==> src/rtl/spi_os_slave.sv <==
module spi_os_slave #(
  parameter int WORD_W = 16
) (
  input  logic              clk,
  input  logic              rst_n,
  input  logic              cpol,
  input  logic              cpha,
  input  logic              lsb_first,
  input  logic              sclk_in,
  input  logic              mosi_in,
  input  logic              csn_in,
  input  logic              wr_en,
  input  logic [WORD_W-1:0] wr_data,
  output logic [WORD_W-1:0] rd_data,
  output logic              rx_done,
  output logic              tx_empty,
  output logic              miso_out,
  output logic              miso_oe
);
  localparam int CW = (WORD_W > 2) ? $clog2(WORD_W) : 1;
  localparam logic [CW-1:0] LAST = CW'(WORD_W - 1);

  logic [2:0]        sck_sr;
  logic [1:0]        mosi_sr;
  logic [1:0]        csn_sr;
  logic [CW-1:0]     cnt;
  logic [WORD_W-1:0] rsh, sh, tx_buf, buf_ord, rx_next;
  logic              buf_full;

  always_ff @(posedge clk or negedge rst_n) begin
    if (!rst_n) begin
      sck_sr  <= '0;
      mosi_sr <= '0;
      csn_sr  <= 2'b11;
    end else begin
      sck_sr  <= {sck_sr[1:0], sclk_in};
      mosi_sr <= {mosi_sr[0], mosi_in};
      csn_sr  <= {csn_sr[0], csn_in};
    end
  end

  wire cs_act  = ~csn_sr[1];
  wire sck_now = sck_sr[1] ^ cpol;
  wire sck_old = sck_sr[2] ^ cpol;
  wire lead    = sck_now & ~sck_old;
  wire trail   = ~sck_now & sck_old;
  wire tx_edge = cs_act & (cpha ? trail : lead);
  wire rx_edge = cs_act & (cpha ? lead : trail);
  wire idle    = (cnt == '0);

  always_comb begin
    for (int k = 0; k < WORD_W; k++)
      buf_ord[k] = lsb_first ? tx_buf[WORD_W-1-k] : tx_buf[k];
  end

  assign rx_next  = lsb_first ? {mosi_sr[1], rsh[WORD_W-1:1]}
                              : {rsh[WORD_W-2:0], mosi_sr[1]};
  assign miso_out = (idle && buf_full) ? buf_ord[WORD_W-1] : sh[WORD_W-1];
  assign miso_oe  = cs_act;
  assign tx_empty = ~buf_full;

  always_ff @(posedge clk or negedge rst_n) begin
    if (!rst_n) begin
      cnt      <= '0;
      rsh      <= '0;
      sh       <= '0;
      tx_buf   <= '0;
      buf_full <= 1'b0;
      rd_data  <= '0;
      rx_done  <= 1'b0;
    end else begin
      rx_done <= 1'b0;
      if (!cs_act) begin
        cnt <= '0;
      end else if (rx_edge) begin
        rsh <= rx_next;
        if (cnt == LAST) begin
          cnt     <= '0;
          rd_data <= rx_next;
          rx_done <= 1'b1;
        end else begin
          cnt <= cnt + 1'b1;
        end
        if (idle)
          sh <= buf_full ? buf_ord : {WORD_W{sh[WORD_W-1]}};
      end else if (tx_edge && !idle) begin
        sh <= {sh[WORD_W-2:0], 1'b0};
      end
      if (wr_en) begin
        tx_buf   <= wr_data;
        buf_full <= 1'b1;
      end else if (rx_edge && idle) begin
        buf_full <= 1'b0;
      end
    end
  end

  AST_WRITE_VISIBLE: assert property (@(posedge clk) disable iff (!rst_n)
    (wr_en && idle && !rx_edge) |=> (miso_out == ($past(lsb_first) ? $past(wr_data[0]) : $past(wr_data[WORD_W-1]))));
  AST_MID_WORD_STABLE: assert property (@(posedge clk) disable iff (!rst_n)
    (cs_act && !idle && !tx_edge && !rx_edge) |=> $stable(miso_out));
  AST_FINAL_HOLD: assert property (@(posedge clk) disable iff (!rst_n)
    (idle && !buf_full && !wr_en) |=> $stable(miso_out));
  AST_DONE_SINGLE: assert property (@(posedge clk) disable iff (!rst_n)
    rx_done |=> !rx_done);
  AST_EMPTY_ON_START: assert property (@(posedge clk) disable iff (!rst_n)
    (rx_edge && idle && buf_full && !wr_en) |=> tx_empty);
  AST_IDLE_NO_DONE: assert property (@(posedge clk) disable iff (!rst_n)
    !cs_act |=> !rx_done);
endmodule

==> config.mk <==
export PLATFORM = sky130hd
export DESIGN_NAME = spi_os_slave
export DESIGN_NICKNAME = d
export VERILOG_FILES = /design/src/rtl/spi_os_slave.sv
export SDC_FILE = /design/constraint.sdc
export NUM_CORES = 1
export LEC_CHECK = 0
export BUFFER_PORTS_ARGS = -buffer_cell sky130_fd_sc_hd__buf_2
export CAP_MARGIN = 20
export CORE_UTILIZATION = 52
export CTS_CLUSTER_DIAMETER = 80
export CTS_CLUSTER_SIZE = 14
export DETAILED_ROUTE_END_ITERATION = 12
export PLACE_DENSITY_LB_ADDON = 0.2
export SLEW_MARGIN = 0
export SYNTH_ARGS = -nofsm -noshare
export SYNTH_HDL_FRONTEND = slang
export SYNTH_SLANG_ARGS = --single-unit
==> constraint.sdc <==
create_clock -name clk -period 2.4 [get_ports clk]
set_clock_uncertainty 0.15 [all_clocks]
set_input_delay 0.48 -clock clk [delete_from_list [all_inputs] [get_ports clk]]
set_output_delay 0.48 -clock clk [all_outputs]
set_load 0.01 [all_outputs]
# Yosys cells after proc, flatten, opt, wreduce, memory -nomap -nowiden
# Index checks and enable logic that the tools add are counted.
# word_totals
reg_bits,77
out_inout_bits,20
# classes
reduce_logical,12
n_mux,32
addsub,1
n_bitwise,10
eq_ne,3
# ops
cell,count
$mux 16,5
$mux 1,24
$mux 4,3
$reduce_and 3->1,2
$reduce_bool 2->1,3
$add 4x1->4 const B,1
$and 1x1->1,4
$eq 4x4->1 const B,1
$logic_not 4->1,1
$not 1->1,4
$reduce_and 4->1,1
$logic_and 1x1->1,3
$ne 2x1->1 const B,1
$ne 2x2->1 const B,1
$reduce_and 2->1,1
$xor 1x1->1,2
$logic_not 1->1,1

# Longest topological paths before layout
# Gate-level depths: netlist of run 1.
# logic_depth
depth_word,8
mapped_depth,7

# Worst setup path after synthesis of run 1
# OpenSTA, ideal clock, no wires.
# synth_path
kind,register to register
from,register cnt[0]
to,register sh[0]
required_time_ns,2.125
setup_slack_ns,0.146
arrival_ns,1.979
path_stages_with_launch,7
cell_sequence,dfrtp_1 -> inv_1 -> ha_1 -> or3b_4 -> xor2_2 -> mux2i_4 -> mux2_2
# synth_between
elab_chain_cells,5
word_cells_on_any_way,6
classes_between,eq/ne: 1; reduce/logical: 5
# synth_rtl
element,line_no,text
"start, declared",26,logic [CW-1:0] cnt;
"start signal, assigned",82,cnt <= cnt + 1'b1;
$logic_not 4->1 *,49,wire idle = (cnt == '0);
$logic_not 1->1,86,end else if (tx_edge && !idle) begin
$logic_and 1x1->1,86,
$reduce_bool 2->1 (no line),--,
$reduce_and 3->1 (no line) *,--,
"end signal, assigned",85,sh <= buf_full ? buf_ord : {WORD_W{sh[WORD_W-1]}};
"end signal, assigned",87,"sh <= {sh[WORD_W-2:0], 1'b0};"
"end, declared",27,"logic [WORD_W-1:0] rsh, sh, tx_buf, buf_ord, rx_next;"
# Mark *: on every way between the ends. The rest lies on a longest branch, timed or not.
# A chain may end at the register's enable or synchronous reset.

# Final worst setup path of run 1
# layout_path
from,register cnt[1]
to,register sh[1]
# The elaborated chain is that of the path after synthesis.

==> parameters.txt, run 1 <==
Parameter                              Value

Status
  Status    finished, final reports clean

Synthesis
  Ys Warns    0
  Total standard cell area after synthesis    3731 um^2
  Post-synth cell types    34
  Post-synthesis register bit count    77
  Syn_nets    ~310
  Mean instance size in the synthesized netlist    13.14 um^2
  Sequential element share of the synthesized area    51.71%
  Number of instances in the synthesized netlist    between 200 and 300

Floorplanning
  Total number of placement rows    30
  Starting utilization of the core area    54.32%
  Ports placed on the boundary    45
  Area of the die    ~7500 um^2
  Core area    6869 um^2
  Height of the die    86.71 um
  Chip width    86.71 um

Critical path
  CP Cell Sequence    inv_1, ha_1, or3b_4, xor2_4, mux2i_4, mux2_2
  Startpoint-to-endpoint class of the critical path    reg2reg
  Stage delay of the slowest cell on the critical path    0.43 ns
  R2R Setup Slk    around 0.14 ns
  Startpoint types    flop
  Cell with the largest stage delay on the worst path    or3b_4
  Largest fanout on the critical path    4
  Endpoint type of the worst setup path    flop
  Critical path arrival    approximately 2.4 ns
  Worst r2r path cells    6
  Crit path buffers/inverters    1
  Cell class contributing the biggest share of worst-path delay    multiplexers
  Worst EP required    2.49 ns
  R2R Path Start    cnt[1]$_DFFE_PN0P_
  Reg-to-reg critical path endpoint    sh[1]$_DFFE_PN0P_

Worst hold path
  Worst Hold End    csn_sr[0]$_DFF_PN1_
  Hold_sp    csn_in
  HP Class    in2reg
  Cells on Worst Hold Path    1

Timing
  Setup_tns    0 ns
  Period Utilization, post-route    94.30%
  Achievable Freq    0.4419 GHz
  Worst setup slack after layout    0.1369 ns
  Final hold violation count    0
  Slew HR    between 70% and 80%
  Number of endpoints failing setup at the final stage    0
  Worst slew pin tran    0.4299 ns
  Shortest clock period the worst path allows after layout    2.263 ns
  Min Hold Slack    between 0.06 and 0.07 ns
  RSZ-0062 raised after global routing    false
  Total count of max-transition violations in the final report    0

Final layout
  Filler Cells Inserted    roughly 560
  Final antenna diode count    0
  Area Growth Syn to Fin    15.86%
  Fraction of final layout cells sized beyond drive strength 1    between 40% and 50%
  Most frequent cells in the layout    75 x dfrtp_1, 55 x mux2_2, 53 x mux2i_1, 43 x buf_2, 21 x inv_1
  Net count, final    365
  Leading cell type in the layout, fill and taps excluded    dfrtp_1
  Non-filler instance count after layout    between 400 and 500

Global routing
  Largest net degree at the start of global routing    34
  Initial antenna violation count    0
  GRT Overall Usage    19.38%
  Via count of the first global-routing pass    2325
  Wire length of the first global-routing pass    between 10000 and 15000 um
  Overall overflow remaining after global route    0

Clocking
  Clock sinks    77
  Post-CTS Setup Repair Bufs    0
  Root buffer cell    clkbuf_8
  Count of H-tree levels built during CTS    3
  TritonCTS clock tree    yes
  Clock buffer depth    2
  CTS clock-pin slew for the worst setup and hold paths    0.08 ns
  Clock buffer count from CTS    9
  Clock latency on the worst-skew pair    approximately 0.35 ns

Placement
  Number of buffer cells added on primary ports    44
  Placed cell count    422
  Pre-CTS setup slack    around 0.11 ns
  Final weighted congestion in routability-driven placement    between 0.7 and 0.8
  Hpwl dp    4565 um

Routing
  Number of DRC markers after the initial detailed-route iteration    81
  Total number of vias    2286
  Via count normalized by instance count    roughly 5.2
  Number of remaining DRC errors    0
  Final WL    ~6400 um
  Detailed-router iteration count before antenna repair    6
  Antenna viol nets, final    0
  Wire length per cell    14.65 um

Power
  Largest voltage drop on the vdd net    0.4030 mV
  Leakage component of the power    2.181 nW
  Total power per unit cell area    784.7 nW/um^2

Flow run
  MaxCap Viol Count    0
## kinds of logic after synthesis
group | after synthesis | share of synthesized area, %
compound gates | 29 | 4.494
xor+xnor | 2 | 1.174
fa+ha+maj | 2 | 0.6706
buf+inv | 38 | 5.567
flops | 77 | 51.71
mux | 112 | 32.60
simple gates | 24 | 3.789
## worst register-to-register path, stage by stage, from the launching register on
cell	delay, ns
dfrtp_1	0.42
inv_1	0.09
ha_1	0.16
or3b_4	0.43
xor2_4	0.21
mux2i_4	0.32
mux2_2	0.36
## how the worst max path moves through the flow
stage                       startpoint           endpoint  slack [ns]  cells past startpoint
finish              cnt[1]$_DFFE_PN0P_  sh[1]$_DFFE_PN0P_        0.14                      6
global route        cnt[0]$_DFFE_PN0P_  sh[7]$_DFFE_PN0P_        0.04                      7
detailed placement  cnt[0]$_DFFE_PN0P_  sh[2]$_DFFE_PN0P_        0.11                      7
CTS                 cnt[0]$_DFFE_PN0P_  sh[2]$_DFFE_PN0P_        0.09                      7
global placement    cnt[0]$_DFFE_PN0P_  sh[5]$_DFFE_PN0P_        0.17                      7
floorplan           cnt[0]$_DFFE_PN0P_  sh[0]$_DFFE_PN0P_        0.15                      6
## through the flow
step / util, % / area [um^2] / power, mW
after floorplan: - / 3731 / 2.108
after global placement: 59.14 / 4063 / 2.262
after detailed placement: 59.14 / 4063 / 2.289
after CTS: 62.66 / 4304 / 3.419
after global routing: 62.93 / 4323 / 3.575
final: 62.93 / 4323 / 3.392
## registers in the layout (all words and copies together), names as in the netlist
register,count
csn_sr,2
rsh,16
tx_buf,16
sh,16
buf_full,1
cnt,4
mosi_sr,2
sck_sr,3
rx_done,1
rd_data,16
## metal layers
layer | vias up | GRT usage, % | part of all wire [%]
li1 | 1102 | - | -
met1 | 1136 | 24.23 | 46
met2 | 37 | 31.89 | 49
met3 | 11 | 3.619 | 2.1
met4 | 0 | 10.61 | 2.2
met5 | - | 0 | 0
## cells in the mapped netlist, drive strengths merged
library cell | instances | area share, %
dfrtp | 75 | 50
nand2b | 3 | 0.50
nor3b | 2 | 0.40
mux2 | 57 | 17
buf | 9 | 2.6
nor2 | 5 | 0.70
nand2 | 5 | 0.50
ha | 2 | 0.67
xnor2 | 1 | 0.74
a21o | 3 | 0.60
a211oi | 2 | 0.40
clkbuf | 7 | 0.70
and4bb | 1 | 0.34
a31oi | 1 | 0.17
a21oi | 15 | 2.0
o22ai | 1 | 0.17
and2 | 1 | 0.17
mux2i | 55 | 15
nand3b | 1 | 0.20
inv | 22 | 2.2
nor3 | 3 | 0.40
o21ai | 5 | 0.67
or3b | 1 | 0.30
nand3 | 2 | 0.27
xor2 | 1 | 0.44
dfstp | 2 | 1.4
a31o | 2 | 0.47
## power breakdown
part           internal (mW)  switching, mW  leakage, nW  total (mW)
sequential              1.50          0.137        0.973        1.64
clock                  0.623          0.502        0.113        1.13
combinational          0.337          0.289         1.09       0.625
## cell type report
type                            count  area (um^2)  area share, %
Multi-Input combinational cell    169         1614          37.34
Timing Repair Buffer               59        345.3          7.988
Sequential cell                    77         1929          44.63
Tap cell                           96        120.1          2.779
Clock inverter                      6        93.84          2.171
Clock buffer                       10        137.6          3.184
Inverter                           22        82.58          1.910
## repair_timing
| action | 4_1_cts | 5_1_grt |
|---|---|---|
| endpoints found under the setup margin | 0 | 13 |
| hold buffers | 1 | 0 |
| hold endpoints to repair | 30 | 0 |
| resized for setup | 0 | 4 |
Note: power is estimated with default switching activity, not from simulation.
==> run 2: changes to the inputs <==
CAP_MARGIN = unset   (was 20)
CORE_UTILIZATION = 62   (was 52)
clock period = 2.67 ns   (was 2.4 ns; I/O delays follow)
==> parameters.txt, run 2 (synthesized netlist as in run 1, its figures left out) <==
Parameter                              Value

Floorplanning
  Area of the die    6332 um^2
  Starting utilization of the core area    66.13%
  Chip width    between 70 and 80 um
  Core area    roughly 5600 um^2
  Ports placed on the boundary    45
  Height of the die    between 70 and 80 um
  Total number of placement rows    27

Critical path
  CP Cell Sequence    inv_1, ha_1, or3b_4, xor2_2, mux2i_4, buf_4, mux2i_1
  Path length in cells of the critical path    7
  Critical path arrival    2.50 ns
  Endpoint type of the worst setup path    flop
  Largest fanout on the critical path    13
  Startpoint types    flop
  Crit path buffers/inverters    2
  Cell class contributing the biggest share of worst-path delay    multiplexers
  R2R Path Start    cnt[0]$_DFFE_PN0P_
  Worst r2r path cells    7
  Worst EP required    roughly 2.8 ns
  Reg-to-reg critical path endpoint    sh[12]$_DFFE_PN0P_
  Worst setup path startpoint    cnt[0]$_DFFE_PN0P_
  R2R Setup Slk    0.28 ns
  Worst setup path end    sh[12]$_DFFE_PN0P_
  Cell with the largest stage delay on the worst path    dfrtp_1
  Stage delay of the slowest cell on the critical path    0.41 ns
  Startpoint-to-endpoint class of the critical path    reg2reg

Worst hold path
  HP Class    in2async

Clocking
  TritonCTS clock tree    yes
  Clock sinks    77
  Post-CTS Setup Repair Bufs    0
  Clock latency on the worst-skew pair    0.35 ns
  CTS clock-pin slew for the worst setup and hold paths    around 0.090 ns
  CTS-repair resized insts    0
  Clock buffer depth    2
  Number of hold-repair buffers added at the cts stage    0
  Root buffer cell    clkbuf_8
  Clock buffer count from CTS    9
  Count of H-tree levels built during CTS    3

Final layout
  Filler Cells Inserted    402
  Net count, final    approximately 360
  Footprint of the multi-input gates    1603 um^2
  Leading cell type in the layout, fill and taps excluded    dfrtp_1
  Area Growth Syn to Fin    12.51%
  Final antenna diode count    0
  Fin area    4198 um^2
  Fraction of final layout cells sized beyond drive strength 1    slightly above 40%
  Sequential standard cell area    1929 um^2
  Most frequent cells in the layout    75 x dfrtp_1, 55 x mux2_2, 53 x mux2i_1, 43 x buf_2, 22 x inv_1

Global routing
  Initial antenna violation count    0
  Via count of the first global-routing pass    2234
  Largest net degree at the start of global routing    between 40 and 50
  Overall overflow remaining after global route    0
  Wire length of the first global-routing pass    10290 um
  GRT Overall Usage    21.63%

Power
  Switching part of the total power    between 20% and 30%
  Reg power frac    50.7%
  Combinational cell fraction of total power    18.7%
  Cell Int Power    2.079 mW
  Net Switching    0.8335 mW
  Clock Power Share    30.5%
  Total power per unit cell area    693.8 nW/um^2
  Leakage component of the power    2.134 nW
  Largest voltage drop on the vdd net    around 0.6 mV

Timing
  Shortest clock period the worst path allows after layout    2.391 ns
  Slew HR    64.06%
  Setup_tns    0 ns
  Total count of max-transition violations in the final report    0
  Achievable Freq    about 0.42 GHz
  Final hold violation count    0
  RSZ-0062 raised after global routing    false
  Number of endpoints failing setup at the final stage    0
  Worst slew pin tran    0.5391 ns
  Period Utilization, post-route    89.53%

Routing
  Number of remaining DRC errors    0
  Antenna viol nets, final    0
  Final WL    6051 um
  Via count normalized by instance count    5.456
  Number of DRC markers after the initial detailed-route iteration    116
  Detailed-router iteration count before antenna repair    4
  Wire length per cell    14.83 um
  Total number of vias    2226

Placement
  Final weighted congestion in routability-driven placement    0.7311
  Hpwl dp    4194 um
  Post-Place Cell Area    4000 um^2
  Number of buffer cells added on primary ports    44

Status
  Status    finished, final reports clean

Flow run
  MaxCap Viol Count    0
## run 2: changes by cell type in the layout (fill, tap and decap cells not counted), sizes merged
cell,previous run,this run
dlygate4sd3,1,0
clkbuf,10,9
bufinv,2,1
inv,24,23
clkinv,1,4
buf,58,52
## run 2: through the flow
stage | setup slack, ns | hold WS (ns) | utilization [%] | cells | power, mW
global placement | 0.3924 | 0.1850 | 70.90 | 392 | 2.018
floorplan | 0.4160 | 0.08841 | - | 284 | 1.895
detailed placement | 0.2945 | 0.1895 | 70.90 | 392 | 2.043
global route | 0.1626 | 0.05214 | 74.41 | 408 | 3.056
finish | 0.2794 | 0.01041 | 74.41 | 408 | 2.912
CTS | 0.2572 | 0.02185 | 74.41 | 408 | 2.936
## run 2: worst min path at each step
stage | to | startpoint
after floorplan | buf_full$_DFFE_PN0P_ | rst_n
after global placement | sck_sr[1]$_DFF_PN0_ | sck_sr[0]$_DFF_PN0_
after detailed placement | mosi_sr[1]$_DFF_PN0_ | mosi_sr[0]$_DFF_PN0_
after CTS | rd_data[3]$_DFFE_PN0P_ | rst_n
after global routing | rd_data[2]$_DFFE_PN0P_ | rst_n
final | rd_data[3]$_DFFE_PN0P_ | rst_n
## run 2: power groups by stage
stage          sequential (mW)  combinational, mW  clock [mW]
6_report                  1.48              0.545       0.889
5_1_grt                   1.50              0.608       0.947
4_1_cts                   1.48              0.552       0.908
3_5_place_dp              1.49              0.550           0
3_3_place_gp              1.49              0.527           0
2_1_floorplan             1.45              0.442           0
## run 2: per-layer routing
metal | vias up | track usage [%] | wire, um
met1 | 1089 | 29.25 | 3018
met3 | 8 | 4.229 | 166
met5 | - | 0 | 0
met2 | 47 | 33.68 | 2771
li1 | 1082 | - | -
met4 | 0 | 10.00 | 95
## run 2: cell type report
cell class                      instances  share of cell area [%]
Multi-Input combinational cell        169                   38.18
Clock buffer                            9                   2.951
Timing Repair Buffer                   52                   7.034
Sequential cell                        77                   45.96
Inverter                               22                   1.967
Tap cell                               72                   2.146
Clock inverter                          7                   1.759
